[src/rtl/zoh_comp_pkg.sv]
package zoh_comp_pkg;

   localparam int unsigned NTAPS = 9;
   localparam int unsigned NHALF = (NTAPS - 1) / 2;

   // Integer weight of tap k; taps mirror about the centre index NHALF.
   function automatic int tap_coef(input int unsigned k);
      int unsigned m;
      m = (k > NHALF) ? (NTAPS - 1 - k) : k;
      case (m)
         0:       return 2;
         1:       return -4;
         2:       return 10;
         3:       return -35;
         default: return 401;
      endcase
   endfunction

endpackage

[src/rtl/zoh_tap_line.sv]
module zoh_tap_line #(
   parameter int unsigned DATA_W = 16,
   parameter int unsigned NTAPS  = 9
) (
   input  logic                         clk,
   input  logic                         rst_n,
   input  logic                         shift_en,
   input  logic [DATA_W-1:0]            din,
   output logic [NTAPS-1:0][DATA_W-1:0] taps
);

   always_ff @(posedge clk or negedge rst_n) begin
      if (!rst_n) begin
         taps <= '0;
      end else if (shift_en) begin
         taps <= {taps[NTAPS-2:0], din};
      end
   end

endmodule

[src/rtl/zoh_fold_mac.sv]
module zoh_fold_mac
   import zoh_comp_pkg::*;
#(
   parameter int unsigned DATA_W    = 16,
   parameter int unsigned COEF_W    = 10,
   parameter int unsigned ACC_W     = 31,
   parameter int unsigned PIPE_PROD = 1
) (
   input  logic                         clk,
   input  logic                         rst_n,
   input  logic [NTAPS-1:0][DATA_W-1:0] taps,
   output logic signed [ACC_W-1:0]      acc
);

   localparam int unsigned SUM_W  = DATA_W + 1;
   localparam int unsigned PROD_W = SUM_W + COEF_W;

   logic [NHALF:0][PROD_W-1:0] prod_s;
   logic signed [ACC_W-1:0]    sum_c;

   for (genvar j = 0; j <= NHALF; j++) begin : g_lane
      localparam logic signed [COEF_W-1:0] CJ = COEF_W'(tap_coef(j));
      logic signed [SUM_W-1:0]  pre_q;
      logic signed [PROD_W-1:0] prod_c;

      if (j == NHALF) begin : g_centre
         always_ff @(posedge clk or negedge rst_n) begin
            if (!rst_n) pre_q <= '0;
            else        pre_q <= {taps[j][DATA_W-1], taps[j]};
         end
      end else begin : g_pair
         always_ff @(posedge clk or negedge rst_n) begin
            if (!rst_n) pre_q <= '0;
            else        pre_q <= {taps[j][DATA_W-1], taps[j]}
                               + {taps[NTAPS-1-j][DATA_W-1], taps[NTAPS-1-j]};
         end
      end

      assign prod_c = PROD_W'(pre_q) * PROD_W'(CJ);

      if (PIPE_PROD != 0) begin : g_preg
         logic signed [PROD_W-1:0] prod_q;
         always_ff @(posedge clk or negedge rst_n) begin
            if (!rst_n) prod_q <= '0;
            else        prod_q <= prod_c;
         end
         assign prod_s[j] = prod_q;
      end else begin : g_pcomb
         assign prod_s[j] = prod_c;
      end
   end

   always_comb begin
      sum_c = '0;
      for (int k = 0; k <= int'(NHALF); k++) begin
         sum_c = sum_c + ACC_W'(signed'(prod_s[k]));
      end
   end

   always_ff @(posedge clk or negedge rst_n) begin
      if (!rst_n) acc <= '0;
      else        acc <= sum_c;
   end

endmodule

[src/rtl/zoh_norm_sat.sv]
module zoh_norm_sat #(
   parameter int unsigned ACC_W  = 31,
   parameter int unsigned DATA_W = 16,
   parameter int unsigned SHIFT  = 9
) (
   input  logic signed [ACC_W-1:0] acc,
   output logic [DATA_W-1:0]       y
);

   localparam logic signed [ACC_W-1:0] HALF = ACC_W'(64'sd1 <<< (SHIFT - 1));
   localparam logic signed [ACC_W-1:0] MAXV = ACC_W'((64'sd1 <<< (DATA_W - 1)) - 64'sd1);
   localparam logic signed [ACC_W-1:0] MINV = ~MAXV;

   logic signed [ACC_W-1:0] rnd;
   logic signed [ACC_W-1:0] shr;

   assign rnd = acc + HALF;
   assign shr = rnd >>> SHIFT;

   always_comb begin
      if (shr > MAXV)      y = MAXV[DATA_W-1:0];
      else if (shr < MINV) y = MINV[DATA_W-1:0];
      else                 y = shr[DATA_W-1:0];
   end

endmodule

[src/rtl/zoh_comp_fir.sv]
module zoh_comp_fir
   import zoh_comp_pkg::*;
#(
   parameter int unsigned DATA_W     = 16,
   parameter int unsigned COEF_W     = 10,
   parameter int unsigned NORM_SHIFT = 9,
   parameter int unsigned PIPE_PROD  = 1
) (
   input  logic              clk,
   input  logic              rst_n,
   input  logic              en_wr,
   input  logic              en_val,
   input  logic              in_vld,
   input  logic [DATA_W-1:0] in_data,
   output logic              out_vld,
   output logic [DATA_W-1:0] out_data
);

   localparam int unsigned SUM_W   = DATA_W + 1;
   localparam int unsigned PROD_W  = SUM_W + COEF_W;
   localparam int unsigned ACC_W   = PROD_W + $clog2(NHALF + 1) + 1;
   localparam int unsigned MAC_LAT = (PIPE_PROD != 0) ? 3 : 2;
   localparam int unsigned LAT     = MAC_LAT + 2;

   if (DATA_W < 4) begin : g_bad_width
      $error("DATA_W must be at least 4");
   end
   if (COEF_W < 10) begin : g_bad_coef
      $error("COEF_W must hold the centre weight as a signed value");
   end
   if (NORM_SHIFT < 1 || NORM_SHIFT >= ACC_W) begin : g_bad_shift
      $error("NORM_SHIFT out of range");
   end

   logic                         en_q;
   logic                         vld_tap;
   logic [NTAPS-1:0][DATA_W-1:0] taps;
   logic [MAC_LAT-1:0]           vld_pipe;
   logic [MAC_LAT-1:0][DATA_W-1:0] byp_pipe;
   logic signed [ACC_W-1:0]      acc_w;
   logic [DATA_W-1:0]            y_w;

   always_ff @(posedge clk or negedge rst_n) begin
      if (!rst_n) begin
         en_q    <= 1'b0;
         vld_tap <= 1'b0;
      end else begin
         if (en_wr) en_q <= en_val;
         vld_tap <= in_vld;
      end
   end

   zoh_tap_line #(.DATA_W(DATA_W), .NTAPS(NTAPS)) tap_i (
      .clk      (clk),
      .rst_n    (rst_n),
      .shift_en (in_vld),
      .din      (in_data),
      .taps     (taps)
   );

   zoh_fold_mac #(
      .DATA_W(DATA_W), .COEF_W(COEF_W), .ACC_W(ACC_W), .PIPE_PROD(PIPE_PROD)
   ) mac_i (
      .clk   (clk),
      .rst_n (rst_n),
      .taps  (taps),
      .acc   (acc_w)
   );

   zoh_norm_sat #(.ACC_W(ACC_W), .DATA_W(DATA_W), .SHIFT(NORM_SHIFT)) norm_i (
      .acc (acc_w),
      .y   (y_w)
   );

   // Valid flag and bypass copy travel alongside the multiply-accumulate stages.
   always_ff @(posedge clk or negedge rst_n) begin
      if (!rst_n) begin
         vld_pipe <= '0;
         byp_pipe <= '0;
      end else begin
         vld_pipe <= {vld_pipe[MAC_LAT-2:0], vld_tap};
         byp_pipe <= {byp_pipe[MAC_LAT-2:0], taps[0]};
      end
   end

   always_ff @(posedge clk or negedge rst_n) begin
      if (!rst_n) begin
         out_vld  <= 1'b0;
         out_data <= '0;
      end else begin
         out_vld <= vld_pipe[MAC_LAT-1];
         if (vld_pipe[MAC_LAT-1]) begin
            out_data <= en_q ? y_w : byp_pipe[MAC_LAT-1];
         end
      end
   end

endmodule

[config.mk]
export PLATFORM = sky130hd
export DESIGN_NAME = zoh_comp_fir
export DESIGN_NICKNAME = d
export VERILOG_FILES = /design/src/rtl/zoh_comp_pkg.sv /design/src/rtl/zoh_tap_line.sv /design/src/rtl/zoh_fold_mac.sv /design/src/rtl/zoh_norm_sat.sv /design/src/rtl/zoh_comp_fir.sv
export SDC_FILE = /design/constraint.sdc
export NUM_CORES = 1
export LEC_CHECK = 0
export BUFFER_PORTS_ARGS = -buffer_cell sky130_fd_sc_hd__buf_4
export CAP_MARGIN = 20
export CELL_PAD_IN_SITES_DETAIL_PLACEMENT = 1
export CELL_PAD_IN_SITES_GLOBAL_PLACEMENT = 1
export CORE_UTILIZATION = 40
export DETAILED_ROUTE_END_ITERATION = 16
export MAX_ROUTING_LAYER = met4
export PLACE_DENSITY = 0.75
export SETUP_SLACK_MARGIN = 0.5
export SLEW_MARGIN = 20
export SYNTH_ARGS = -nofsm -noshare
export SYNTH_HDL_FRONTEND = slang
export SYNTH_SLANG_ARGS = --single-unit
[constraint.sdc]
create_clock -name clk -period 7.5 [get_ports clk]
set_input_delay 0.75 -clock clk [delete_from_list [all_inputs] [get_ports clk]]
set_output_delay 0.75 -clock clk [all_outputs]
set_load 0.01 [all_outputs]
Word level (Yosys, flattened, before mapping)
Cells that the tools add are included.
{"block": "word_totals", "word_cells": 46, "regBits": 442, "input_bits": 21}
{"block": "classes", "order_cmp": 2, "addsub": 10, "mux": 3, "mul": 3}
{"cell": "16-bit by 16-bit adder with 17-bit output", "n": 4}
{"cell": "16-bit 2-to-1 mux", "n": 3}
{"cell": "30-bit by 26-bit adder with 31-bit output", "n": 1}
{"cell": "31-bit by 10-bit adder with 31-bit output (second input constant)", "n": 1}
{"cell": "29-bit by 24-bit adder with 30-bit output", "n": 1}
{"cell": "28-bit by 22-bit adder with 29-bit output", "n": 1}
{"cell": "18-bit by 27-bit adder with 28-bit output", "n": 1}
{"cell": "16-bit by 10-bit multiplier with 26-bit output (second input constant)", "n": 1}
{"cell": "17-bit negator with 25-bit output", "n": 1}
{"cell": "17-bit by 7-bit multiplier with 24-bit output (second input constant)", "n": 1}
{"cell": "22-bit by 16-bit > comparator with 1-bit output (second input constant)", "n": 1}
{"cell": "22-bit by 16-bit less-than comparator with 1-bit output (second input constant)", "n": 1}
{"cell": "17-bit by 4-bit multiplier with 21-bit output (second input constant)", "n": 1}

Depth between registers and ports, before layout
Gate-level depths: netlist (run 1).
{"block": "logic_depth", "word_depth": 5, "ltp_mapped": 17, "depth_no_buf": 17}

Modules after synthesis
Synthesis (run 1) repeated with hierarchy kept, for this count alone.
{"block": "unflattened", "cells_unflattened": 2430, "area_unflattened_um2": 27406.3}
{"module": "zoh_fold_mac", "cells_per_inst": 1914, "n_inst": 1, "area_per_inst_um2": 19127.1}
{"module": "zoh_tap_line", "cells_per_inst": 304, "n_inst": 1, "area_per_inst_um2": 5580.4}
{"module": "zoh_comp_fir", "cells_per_inst": 124, "n_inst": 1, "area_per_inst_um2": 2108.3}
{"module": "zoh_norm_sat", "cells_per_inst": 88, "n_inst": 1, "area_per_inst_um2": 590.6}

Least setup slack after synthesis (run 1)
Ideal clock, no wire load.
{"block": "synth_timing", "kind": "flip-flop to flip-flop", "start": "register mac_i.g_lane[3].pre_q[2]", "end": "register mac_i.g_lane[3].g_preg.prod_q[22]", "t_arrival_ns": 4.143, "period_less_slack_ns": 4.223, "setup_slack_ns": 3.277, "path_stages_with_launch": 17, "path_buffers": 0, "path_cell_list": "dfrtp_1 fa_1 ha_1 fa_1 inv_1 fa_1 inv_1 ha_1 nor2b_1 o21ai_0 a21boi_0 o211ai_1 nand3_1 a41oi_1 o21ai_0 a21oi_1 xnor2_1"}
{"block": "synth_between", "elab_chain_cells": 1}
{"item": "start: declaration", "line": "zoh_fold_mac.sv:23", "source": "logic signed [SUM_W-1:0] pre_q;"}
{"item": "start signal: assignment", "line": "zoh_fold_mac.sv:34", "source": "else pre_q <= {taps[j][DATA_W-1], taps[j]}"}
{"item": "17-bit by 7-bit multiplier with 24-bit output", "line": "zoh_fold_mac.sv:39", "source": "assign prod_c = PROD_W'(pre_q) * PROD_W'(CJ);"}
{"item": "net mac_i.g_lane[3].prod_c[22]", "line": "zoh_fold_mac.sv:24", "source": "logic signed [PROD_W-1:0] prod_c;"}
{"item": "end signal: assignment", "line": "zoh_fold_mac.sv:45", "source": "else prod_q <= prod_c;"}
{"item": "end: declaration", "line": "zoh_fold_mac.sv:42", "source": "logic signed [PROD_W-1:0] prod_q;"}
The timed path passes the listed nets, and every way through them passes these cells.
A chain may end at the register's enable or synchronous reset.

Worst setup path in the final report (run 1)
{"block": "layout_timing", "start": "register mac_i.g_lane[4].pre_q[3]", "end": "register mac_i.g_lane[4].g_preg.prod_q[22]"}
{"block": "layout_between", "elab_chain_cells": 1}
{"item": "start: declaration", "line": "zoh_fold_mac.sv:23"}
{"item": "start signal: assignment", "line": "zoh_fold_mac.sv:29", "source": "else pre_q <= {taps[j][DATA_W-1], taps[j]};"}
{"item": "16-bit by 10-bit multiplier with 26-bit output", "line": "zoh_fold_mac.sv:39"}
{"item": "net mac_i.g_lane[4].prod_c[22]", "line": "zoh_fold_mac.sv:24"}
{"item": "end signal: assignment", "line": "zoh_fold_mac.sv:45"}
{"item": "end: declaration", "line": "zoh_fold_mac.sv:42"}
The timed path passes the listed nets, and every way through them passes these cells.

==> results of run 1 <==
[final cells by class]
cell class / instances / area, sq um
Sequential cell: 434 / 10900
Inverter: 372 / 1400
Antenna cell: 3 / 7.51
Timing Repair Buffer: 42 / 352
Fill cell: 6752 / 34700
Clock buffer: 60 / 1300
Clock inverter: 21 / 308
Tap cell: 846 / 1060
Multi-Input combinational cell: 1360 / 13100
[logic make-up (layout without fill, tap and decap cells)]
kind of cell,count (synthesis),in the layout
AOI/OAI and AO/OA,276,276
xor gates and xnor gates,146,146
adders and majority gates,433,433
buffers and inverters,397,495
DFF,434,434
muxes,140,140
other,0,3
and+or+nand+nor,365,365
[registers in the layout, indices dropped and copies added, names as in the netlist, 3 cells and up]
name,cells
mac_i.g_lane.pre_q,84
out_data,16
mac_i.g_lane.g_preg.prod_q,113
mac_i.acc,23
tap_i.taps,144
vld_pipe,3
byp_pipe,48
[layer usage]
layer	vias up	wire length [microns]	GRT usage (%)
met2	178	29700	33.5
met5	-	0	-
li1	7363	-	-
met4	0	1290	5.13
met3	98	1830	3.14
met1	8175	25100	22.5
[metrics by stage]
| stage | cell area, sq um | setup WS (ns) |
|---|---|---|
| after floorplan | 25500 | 3.28 |
| after global placement | 26800 | 2.84 |
| after detailed placement | 26800 | 2.68 |
| after CTS | 28400 | 2.69 |
| after global routing | 28400 | 2.46 |
| final | 28400 | 2.77 |
[layout by cell type, fill, tap and decap left out, types with 10 or more instances in the layout]
cell / count
sky130_fd_sc_hd__a21o_1: 29
sky130_fd_sc_hd__a21oi_1: 82
sky130_fd_sc_hd__a221oi_2: 10
sky130_fd_sc_hd__a31oi_1: 10
sky130_fd_sc_hd__and3_1: 12
sky130_fd_sc_hd__buf_4: 38
sky130_fd_sc_hd__clkbuf_16: 48
sky130_fd_sc_hd__dfrtp_1: 434
sky130_fd_sc_hd__fa_1: 157
sky130_fd_sc_hd__ha_1: 276
sky130_fd_sc_hd__inv_1: 372
sky130_fd_sc_hd__mux2_2: 138
sky130_fd_sc_hd__nand2_1: 77
sky130_fd_sc_hd__nand2b_1: 10
sky130_fd_sc_hd__nand3_1: 32
sky130_fd_sc_hd__nor2_1: 116
sky130_fd_sc_hd__nor2b_1: 23
sky130_fd_sc_hd__nor3_1: 43
sky130_fd_sc_hd__o21a_1: 23
sky130_fd_sc_hd__o21ai_0: 50
sky130_fd_sc_hd__xnor2_1: 116
sky130_fd_sc_hd__xor2_1: 30
[worst reg2reg max path, delay by kind of cell (launching register included)]
kind | cells | cell delay, ns
DFF | 1 | 0.46
AOI/OAI and AO/OA | 7 | 1.55
and+or+nand+nor | 1 | 0.18
xor gates and xnor gates | 1 | 0.13
adders and majority gates | 6 | 2.22
buffers and inverters | 2 | 0.10
[worst paths after layout]
kind | from | to | slack, ns | cells after the start
setup / recovery | mac_i.g_lane[4].pre_q[3] | mac_i.g_lane[4].g_preg.prod_q[22] | 2.77 | 17
hold / removal | rst_n | byp_pipe[46] | 0.21 | 1
hold reg to reg | byp_pipe[31] | byp_pipe[47] | 0.34 | 0
max in group asynchronous | rst_n | tap_i.taps[119] | 5.76 | 2
min in group clk | byp_pipe[31] | byp_pipe[47] | 0.34 | 0
setup reg to reg | mac_i.g_lane[4].pre_q[3] | mac_i.g_lane[4].g_preg.prod_q[22] | 2.77 | 17
==> results summary, run 1 <==
The setup TNS after final layout is 0 ns. The post-route DRC violation count is 0. During synthesis, Yosys emitted a total of 0 warnings. In the synthesized netlist the async set-or-reset flop fraction comes to between 90% and 100%. For the worst-skew pair, the clock arrives at the later sink with an insertion delay of 0.59 ns. Summed over all nets, the half-perimeter wirelength after detailed placement is approximately 44,000 microns.

In this run, placement finished with an instance count of 3,054. The final weighted congestion of routability-driven global placement is 0.868. The per-cell routed wire length is about 18 microns. The remaining antenna violation count after routing is 0. The flow ran to the end, and the final reports show no timing, DRC or antenna violations. The via count is around 16,000. In the final layout, the share of cells above drive strength 1 is ~13%. Summing the areas of all compound-gate instances in the mapped netlist gives 7.48% of the synthesized area.

The data arrival time at the worst-slack endpoint is 5.20 ns. The total overflow reported by the global router came out at 0. The largest driver fanout on the critical path came out at 4. The count of flip-flops with a built-in enable after synthesis is 0. The top cell family by delay on the critical path is adder cells. The most instantiated flip-flop cell in the synthesis netlist is sky130_fd_sc_hd__dfrtp_1. Summed over all instances, the cell type with the most area after synthesis is sky130_fd_sc_hd__dfrtp_1. By count the netlist is led by 434 x sky130_fd_sc_hd__dfrtp_1, 372 x sky130_fd_sc_hd__inv_1, 276 x sky130_fd_sc_hd__ha_1. The overall routing resource usage is a little under a fifth. The number of different library cells used by synthesis comes to 76. The required time at the worst-slack endpoint came out at 7.97 ns. The final clock skew is between 0.02 and 0.03 ns. After the last flow step, the layout net total stands at approximately 2,700. After Yosys synthesis, and, or, nand and nor cells account for 7.00% of the synthesized area. The largest buffer count on any clock path is 3.

The min-delay analysis places its worst path in the category primary input to asynchronous set/reset pin. The most instantiated library cell after synthesis is sky130_fd_sc_hd__dfrtp_1. The die span in y came out at 255 microns.

Once the clock tree was built, the setup fixing pass inserted 0 buffers. The final critical delay including setup and external delays is approximately 4.7 ns. The post-synthesis sequential element count came out at roughly 430. Compared with the post-synthesis result, the final layout area differs by 11.3%.

The die area came out at 0.0649 sq mm. The number of non-filler instances in the completed layout is between 3,000 and 4,000. The first global-routing pass estimated between 90,000 and 100,000 microns of wire. The number of rows in the core area came out at roughly 90. The slew at the pin with the worst max-slew slack came out at approximately 0.96 ns. The number of iterations in the first detailed-routing pass came out at 4. The initial antenna violation count came out at 4. In this run the count of I/O pins placed on the die edge is 38.

The critical path class is register to register. The worst hold slack is ~0.21 ns. Among all stages on the critical path, the largest delay is contributed by sky130_fd_sc_hd__a211oi_1. The number of design-rule violations left by the first detailed-router iteration is a little over 600. The clock net in this run drives a total of 434 sinks. After synthesis, the share of cell area in mux cells is a little over 6%.

The number of buffer cells added on primary ports is 37. The core box area is around 0.063 sq mm. The most common cell type on the critical path is sky130_fd_sc_hd__ha_1. The post-synth design cell area came out at around 0.026 sq mm.

The number of global-route vias before repair was around 18,000. The die extent in x came out at ~250 microns. The max-slew headroom at the worst pin is 35.5%.

The share of the synthesized area in the top cell type came out at 42.5%. The average cell area after synthesis is around 12 sq um. The utilization after layout came out at 45.1%. Setup repair after global routing left no endpoint under its margin. The number of nets produced by synthesis came out at 2,645. Yosys attributes the largest share of cell area to sky130_fd_sc_hd__dfrtp_1 43%, sky130_fd_sc_hd__ha_1 14%, sky130_fd_sc_hd__fa_1 12%. The number of vias per cell came out at 5.04.

The hold buffer count at CTS is 0. Sequential elements use about 43% of the synthesized area. The number of instances in the synthesized netlist is around 2,200. The wire length after detailed routing is 57,800 microns.

Timing would allow up to between 0.2 and 0.25 GHz. The adder-cell share of the synthesized area is 25.8%. By area, the combinational part of the netlist is dominated by adder cells. For this configuration, the core starts out at a cell density of 40.5%.

After clock tree synthesis, the clock-pin slew on the worst setup and hold paths is around 0.060 ns. The maximum single-stage delay on the critical path came out at about 0.54 ns. The critical path launch point type is a register. The critical path goes through ha_1, fa_1, ha_1, ha_1, inv_1, fa_1, inv_1, ha_1, o21ai_0, nor2b_1, o31ai_1, a31oi_1, a211oi_1, a31oi_1, o21bai_1, a21oi_1, xnor2_1. The number of endpoints with negative hold slack in the final report is 0.

The max-slew violation count is 0. The number of buffers created by CTS came out at 47. The tree is rooted in a sky130_fd_sc_hd__clkbuf_16.

The number of setup violations in the final report came out at 0. Summing the areas of all xor and xnor instances in the mapped netlist gives under 10% of the synthesized area. The final period utilization came out at 63.1%. Together, buffers and inverters on the worst path number 2. The max-capacitance violation count is 0.

The number of levels the H-tree was split into is 2. Entering global routing, the biggest net connects roughly 180 pins. STA classifies the critical path endpoint as a register.

The post-CTS resize count came out at 0. TritonCTS built the clock tree.
Power of run 1 is not shown: default switching activity piles up to over one toggle a cycle in this logic, so the estimate is an artifact.
==> run 2, diff against run 1 <==
PLACE_DENSITY = 0.78   (was 0.75)
clock period = 3.8 ns   (was 7.5 ns; I/O delays follow)
==> run 2 against run 1 <==
Compared with the run above: critical path depth is 2 higher; setup slack got worse by 3.3 ns; register-to-register slack got worse by 3.3 ns; final area rose by 12%; worst hold slack worse by 0.19 ns; cell count rose by 6.9%; wire length grew 26%; global-route usage increased by 3.5 points; the run now ends with negative setup slack left; clock-buffer cell count rose by 5.
==> results summary, run 2 (synthesis results as in run 1) <==
For this run, design rule violations remaining after detail routing come to 0. Detailed routing inserted a total of between 15,000 and 20,000 vias. The number of rows in the core area came out at a little over 90.

The per-cell routed wire length is 21.7 microns. In this run the critical register-to-register path is captured at mac_i.g_lane[4].g_preg.prod_q[20]. The register containing the most flip-flops in the final layout is tap_i.taps. The worst hold path begins at in_data[1].

The footprint of the flip-flops and latches came out at roughly 0.011 sq mm. The worst setup path is launched from a register. The initial antenna violation count is 0. The area of the multi-input gates is approximately 0.015 sq mm.

In the final layout, the registers with the most flip-flops are tap_i.taps: 144 flops, mac_i.g_lane.g_preg.prod_q: 113 flops, mac_i.g_lane.pre_q: 84 flops. In the final design database the tool counted around 3,000 nets. The final critical delay including setup and external delays is approximately 4.3 ns.

The total overflow reported by the global router came out at 0. The slew at the pin with the worst max-slew slack is 0.770 ns. The largest driver fanout on the critical path is 3.

Entering global routing, the biggest net connects 84 pins. The endpoint type of the worst setup path is a register. The number of flip-flops under the largest register name is between 100 and 150. The CTS tree is built.

The cell count after placement is ~3,200. Clock tree synthesis selected as its root buffer the cell sky130_fd_sc_hd__clkbuf_16. The remaining antenna violation count after routing is 0. The number of endpoints with negative hold slack in the final report came out at 0. Setup repair after global routing could not meet its margin everywhere.

The number of cells on the worst hold path is 3. After the first detailed-routing iteration, the DRC count stood at 830. The number of levels the H-tree was split into came out at 2. The max-slew violation count is 0. The number of vias per cell came out at slightly above 5. In the post-route analysis, the smallest setup slack over all paths is -0.531 ns. The startpoint identified for the worst register-to-register timing path is mac_i.g_lane[4].pre_q[2]. The total clock sinks came out at approximately 430.

The layout overhead on the synthesized area came out at 24.5%. STA puts the critical path data arrival time at 4.81 ns. Across the run, the number of max-cap violations was 0. The number of iterations in the first detailed-routing pass is 6.

The layout cell share with drive strength beyond 1 is between 20% and 30%. The die extent in x is 255 microns. The final weighted congestion of routability-driven global placement came out at between 0.8 and 0.9. The tightest min-delay check is of the primary input to register type.

The checks that failed: negative setup slack. The setup slack on the worst flop-to-flop path came out at -0.53 ns. Once the floorplan was initialized, standard cells occupied roughly two fifths of the core. The routed design has approximately 73,000 microns of wire.

In this run the deepest clock path goes through 3 buffers. The number of top-level design ports came out at 38. The worst path uses 114% of the clock period.

The run finished, with violations left. The number of global-route vias before repair came out at between 20,000 and 25,000. The number of non-filler instances in the completed layout is around 3,400. Measured along the y axis, the die boundary spans between 200 and 300 microns. The number of inserted filler cells in the final layout came out at between 6,000 and 7,000. The max-slew headroom at the worst pin is between 40% and 50%. The critical path class is register to register. The required time at the worst-slack endpoint is 4.28 ns. The number of inserted diodes came out at 0.

The final clock skew came out at between 0.03 and 0.04 ns. The later pin in the worst-skew pair is clocked with a latency of 0.60 ns. The global-route wire length before repair is around 110,000 microns. The path with the worst hold slack has its endpoint at tap_i.taps[1].

After clock tree synthesis, the clock-pin slew on the worst setup and hold paths is 0.06 ns. The core region is 0.0631 sq mm. The top cell types in the final layout, fill and taps aside, are 414 x sky130_fd_sc_hd__dfrtp_1, 333 x sky130_fd_sc_hd__inv_1, 219 x sky130_fd_sc_hd__ha_1, 209 x sky130_fd_sc_hd__buf_4, 149 x sky130_fd_sc_hd__fa_1. The die area is 0.0649 sq mm. The overall routing resource usage came out at a little under a quarter. Leaving out fill and tap cells, the most frequent cell in the layout is sky130_fd_sc_hd__dfrtp_1.

In this run, CTS created clock tree buffers numbering 48. The placed wire-length estimate after detailed placement is ~49,000 microns. Setup violations remaining at the end of the flow were counted as 37. The maximum achievable frequency came out at 0.231 GHz.

The number of buffer cells added on primary ports is 37. The cell count of the worst reg-to-reg path is 19.
==> run 2: area by class of cell <==
| class | instances | share of cell area [%] |
|---|---|---|
| Timing Repair Buffer | 255 | 6.72 |
| Multi-Input combinational cell | 1360 | 46.1 |
| Inverter | 372 | 4.41 |
| Clock inverter | 23 | 0.972 |
| Sequential cell | 434 | 34.2 |
| Tap cell | 846 | 3.33 |
| Clock buffer | 65 | 4.23 |
==> run 2: critical path, cell delays in order (launching register included) <==
cell and delay, ns:
sky130_fd_sc_hd__dfrtp_2 0.47, sky130_fd_sc_hd__ha_4 0.30, sky130_fd_sc_hd__fa_2 0.46, sky130_fd_sc_hd__ha_4 0.29, sky130_fd_sc_hd__ha_2 0.18, sky130_fd_sc_hd__inv_1 0.06
sky130_fd_sc_hd__fa_1 0.55, sky130_fd_sc_hd__inv_2 0.06, sky130_fd_sc_hd__ha_4 0.28, sky130_fd_sc_hd__o21ai_4 0.06, sky130_fd_sc_hd__nor2b_4 0.13, sky130_fd_sc_hd__o31ai_2 0.24
sky130_fd_sc_hd__a31oi_1 0.08, sky130_fd_sc_hd__buf_4 0.16, sky130_fd_sc_hd__a211oi_2 0.25, sky130_fd_sc_hd__buf_4 0.18, sky130_fd_sc_hd__a31oi_4 0.09, sky130_fd_sc_hd__buf_4 0.15
sky130_fd_sc_hd__buf_6 0.11, sky130_fd_sc_hd__xnor2_2 0.11
==> run 2: per-stage QoR <==
stage | utilization (%) | setup WS (ns) | area, sq um | hold slack [ns] | TNS, ns
floorplan | - | -0.0882 | 26000 | 0.0844 | -0.212
global placement | 45.0 | -0.343 | 28400 | 0.333 | -5.74
detailed placement | 45.0 | -0.538 | 28400 | 0.336 | -10.39
CTS | 49.3 | -0.450 | 31100 | 0.00215 | -8.23
global route | 50.4 | -0.668 | 31800 | 0.0173 | -13.63
finish | 50.4 | -0.531 | 31800 | 0.0213 | -9.22
==> run 2: worst max-delay path by stage <==
stage,end,slack [ns],from
after floorplan,mac_i.g_lane[4].g_preg.prod_q[22],-0.09,mac_i.g_lane[4].pre_q[4]
after global placement,mac_i.g_lane[4].g_preg.prod_q[18],-0.34,mac_i.g_lane[4].pre_q[3]
after detailed placement,mac_i.g_lane[4].g_preg.prod_q[18],-0.54,mac_i.g_lane[4].pre_q[3]
after CTS,mac_i.g_lane[4].g_preg.prod_q[22],-0.45,mac_i.g_lane[4].pre_q[3]
after global routing,mac_i.g_lane[4].g_preg.prod_q[24],-0.67,mac_i.g_lane[4].pre_q[2]
final,mac_i.g_lane[4].g_preg.prod_q[20],-0.53,mac_i.g_lane[4].pre_q[2]
==> run 2: metal layers <==
metal,vias to the layer above,global-route usage (%),routed length [microns]
met5,-,-,0
met4,0,6.93,2370
met3,162,2.11,1770
met2,294,40.6,38500
met1,8955,26.5,30100
li1,7808,-,-
==> run 2: repair_timing <==
item	in CTS	in global routing
gates resized for setup	153	98
buffers inserted	43	18
setup endpoints to repair	56	79
hold buffers	6	0
pin swaps	123	93
endpoints found under the hold margin	81	0
Power of run 2 is left out for the same reason.
==> run 3, diff against run 2 <==
PLACE_DENSITY = 0.7   (was 0.78)
==> run 3 against run 2 <==
Compared with the run above: the flow still finishes with violations (negative setup slack); maximum frequency up 1.9%; first-iteration DRC count down 25%; non-clock buffer count up 13; clock skew down 0.0074 ns; highest routed layer unchanged; critical endpoint is now mac_i.g_lane[4].g_preg.prod_q[22]; setup slack better by 0.082 ns; critical path depth down 2; global-route usage down 1.3 points; worst hold slack better by 0.012 ns; critical path type unchanged.
==> results summary, run 3 (synthesis results as in run 1) <==
The flow ran to the end, but the final reports show violations. Counting flops per register, the top entry is tap_i.taps. At the later pin of the worst-skew pair, clock insertion delay measures just over 0.6 ns. The max-capacitance violation count came out at 0. For this run, the number of standard cells in the final layout without fillers is roughly 3,400. In this run, CTS created clock tree buffers numbering slightly below 50. Measured in cells, the most critical reg-to-reg path has a length of 17. The number of flip-flops under the largest register name came out at ~140. The number of levels the H-tree was split into is 2. The critical path class is register to register. The startpoint identified for the worst register-to-register timing path is mac_i.g_lane[4].pre_q[5]. The max-slew headroom at the worst pin is 25.3%. The clock-pin slew on the worst setup and hold paths is about 0.06 ns. Setup violations remaining at the end of the flow were counted as 40. The critical path launch point type is a register. The count of buffers added on input and output ports is 37. The data arrival time at the worst-slack endpoint is 4.76 ns. The required time at the worst-slack endpoint is between 4 and 5 ns. Of the available clock period, the critical path in the final layout requires 112%. In this run the worst setup path terminates at mac_i.g_lane[4].g_preg.prod_q[22].

The die area came out at between 0.06 and 0.07 sq mm. Counting the fill cells in the layout gives 6,632. The maximum achievable frequency is approximately 0.24 GHz. After detailed routing, the average wire length per cell comes to approximately 19 microns. After detailed placement, the design holds a cell count of about 3,200. The placed wire-length estimate after detailed placement is about 48,000 microns.

TritonCTS built the clock tree. The footprint of the flip-flops and latches is 0.0109 sq mm. The area of the multi-input gates is approximately 0.014 sq mm.

The path class of the tightest hold or removal check is primary input to register. The number of endpoints with negative hold slack in the final report is 0. The number of iterations in the first detailed-routing pass came out at 4. The total overflow reported by the global router came out at 0. The number of global-route vias before repair is around 19,000. Setup repair after global routing could not meet its margin everywhere. The setup slack on the worst flop-to-flop path came out at -0.45 ns.

The final weighted congestion of routability-driven global placement is around 0.84. The largest driver fanout on the critical path is 3. After the first detailed-routing iteration, the DRC count stood at about 620.

The worst flop-to-flop path endpoint is mac_i.g_lane[4].g_preg.prod_q[22]. The die extent in x came out at around 250 microns. The most critical setup path has its startpoint at mac_i.g_lane[4].pre_q[5].

The wire length after detailed routing came out at 65,400 microns. The pin count of the biggest net entering global routing came out at 109. The top cell types in the final layout, fill and taps aside, are 420 x sky130_fd_sc_hd__dfrtp_1, 337 x sky130_fd_sc_hd__inv_1, 235 x sky130_fd_sc_hd__ha_1, 211 x sky130_fd_sc_hd__buf_4, 151 x sky130_fd_sc_hd__fa_1. The die span in y is approximately 250 microns.

The largest registers in the layout are tap_i.taps: 144 flops, mac_i.g_lane.g_preg.prod_q: 113 flops, mac_i.g_lane.pre_q: 84 flops. The number of inserted diodes is 0. The checks that failed: negative setup slack. The slew at the pin with the worst max-slew slack came out at around 1.1 ns.

The final route contains ~17,000 vias. The final critical delay including setup and external delays came out at 4.25 ns. The largest buffer count on any clock path is 3.

The root buffer cell is sky130_fd_sc_hd__clkbuf_16. The library cell used most frequently in the layout, excluding fill and tap cells, is sky130_fd_sc_hd__dfrtp_1. The post-route DRC violation count is 0. The number of nets in the finished design is 2,939.

The core box area is between 0.06 and 0.07 sq mm. The layout overhead on the synthesized area came out at 24.2%. The final clock skew came out at between 0.02 and 0.03 ns.

The initial antenna violation count is 4. Global routing consumed, over all layers together, about a fifth of the routing resources. The max-slew violation count came out at 0. The total clock sinks is roughly 430. The number of vias per cell is 4.97. Once detail routing completed, the nets flagged for antenna violations numbered 0. The number of top-level design ports is 38.

The initial standard-cell utilization of the core is 40.5%. STA classifies the critical path endpoint as a register. The post-route netlist has between 20 and 30% of its cells at a drive strength greater than 1. The final worst slack came out at -0.449 ns. The global-route wire length before repair is just over 100,000 microns. The floorplan has 92 rows.
-- run 3: cell types whose count changed in the layout (fill, tap and decap cells not counted), moves of 5 or more --
cell                            change
sky130_fd_sc_hd__ha_4              -15
sky130_fd_sc_hd__ha_1              +16
sky130_fd_sc_hd__clkbuf_8           +5
sky130_fd_sc_hd__dlygate4sd3_1      +9
sky130_fd_sc_hd__dfrtp_2            -6
sky130_fd_sc_hd__dfrtp_1            +6
-- run 3: how the worst min path moves through the flow --
stage	startpoint	endpoint	slack, ns	cells past startpoint
2_1_floorplan	rst_n	byp_pipe[0]	0.08	0
3_3_place_gp	vld_pipe[1]	vld_pipe[2]	0.33	0
3_5_place_dp	mac_i.g_lane[0].pre_q[3]	mac_i.g_lane[0].g_preg.prod_q[4]	0.34	0
4_1_cts	in_data[10]	tap_i.taps[10]	0.002	2
5_1_grt	in_data[10]	tap_i.taps[10]	0.02	2
6_report	in_data[10]	tap_i.taps[10]	0.03	2
-- run 3: critical path: stages, from the launching register on --
cell                       delay (ns)
sky130_fd_sc_hd__dfrtp_2         0.48
sky130_fd_sc_hd__ha_4            0.30
sky130_fd_sc_hd__fa_1            0.45
sky130_fd_sc_hd__ha_1            0.32
sky130_fd_sc_hd__ha_1            0.30
sky130_fd_sc_hd__inv_2           0.04
sky130_fd_sc_hd__fa_1            0.50
sky130_fd_sc_hd__inv_2           0.05
sky130_fd_sc_hd__ha_4            0.28
sky130_fd_sc_hd__nand2_4         0.06
sky130_fd_sc_hd__o31ai_4         0.27
sky130_fd_sc_hd__a31oi_4         0.06
sky130_fd_sc_hd__a211oi_2        0.28
sky130_fd_sc_hd__buf_4           0.18
sky130_fd_sc_hd__a31oi_4         0.08
sky130_fd_sc_hd__o21bai_1        0.19
sky130_fd_sc_hd__a21oi_2         0.09
sky130_fd_sc_hd__xnor2_1         0.21
-- run 3: area by class of cell --
cell class	instances	share of cell area, %
clock buffers	70	4.52
clock inverters	20	0.773
inverters	372	4.42
multi-input cells	1360	45.6
flip-flops and latches	434	34.3
well taps	846	3.34
repair buffers	268	7.10
-- run 3: repair_timing --
item / CTS / global route
setup endpoints to repair: 55 / 64
gates resized for setup: 144 / 81
hold buffers: 15 / 0
pin swaps: 82 / 58
setup buffers: 36 / 15
hold endpoints to repair: 115 / 0
-- run 3: per-layer routing --
| metal | routed length, microns | vias to the layer above | track usage (%) |
|---|---|---|---|
| li1 | - | 7833 | - |
| met1 | 28300 | 8603 | 26.7 |
| met2 | 33400 | 216 | 36.3 |
| met3 | 1930 | 95 | 2.08 |
| met4 | 1740 | 0 | 6.28 |
| met5 | 0 | - | - |
-- run 3: metrics by stage --
step	worst slack (ns)	TNS (ns)	instance area, sq um	utilization [%]	hold WS (ns)
global route	-0.554	-14.13	31700	50.3	0.0206
finish	-0.449	-8.81	31700	50.3	0.0335
global placement	-0.463	-7.23	28500	45.2	0.332
detailed placement	-0.571	-10.37	28500	45.2	0.336
floorplan	-0.0882	-0.212	26000	-	0.0844
CTS	-0.382	-7.55	31300	49.5	0.00195
Power of run 3 is left out for the same reason.
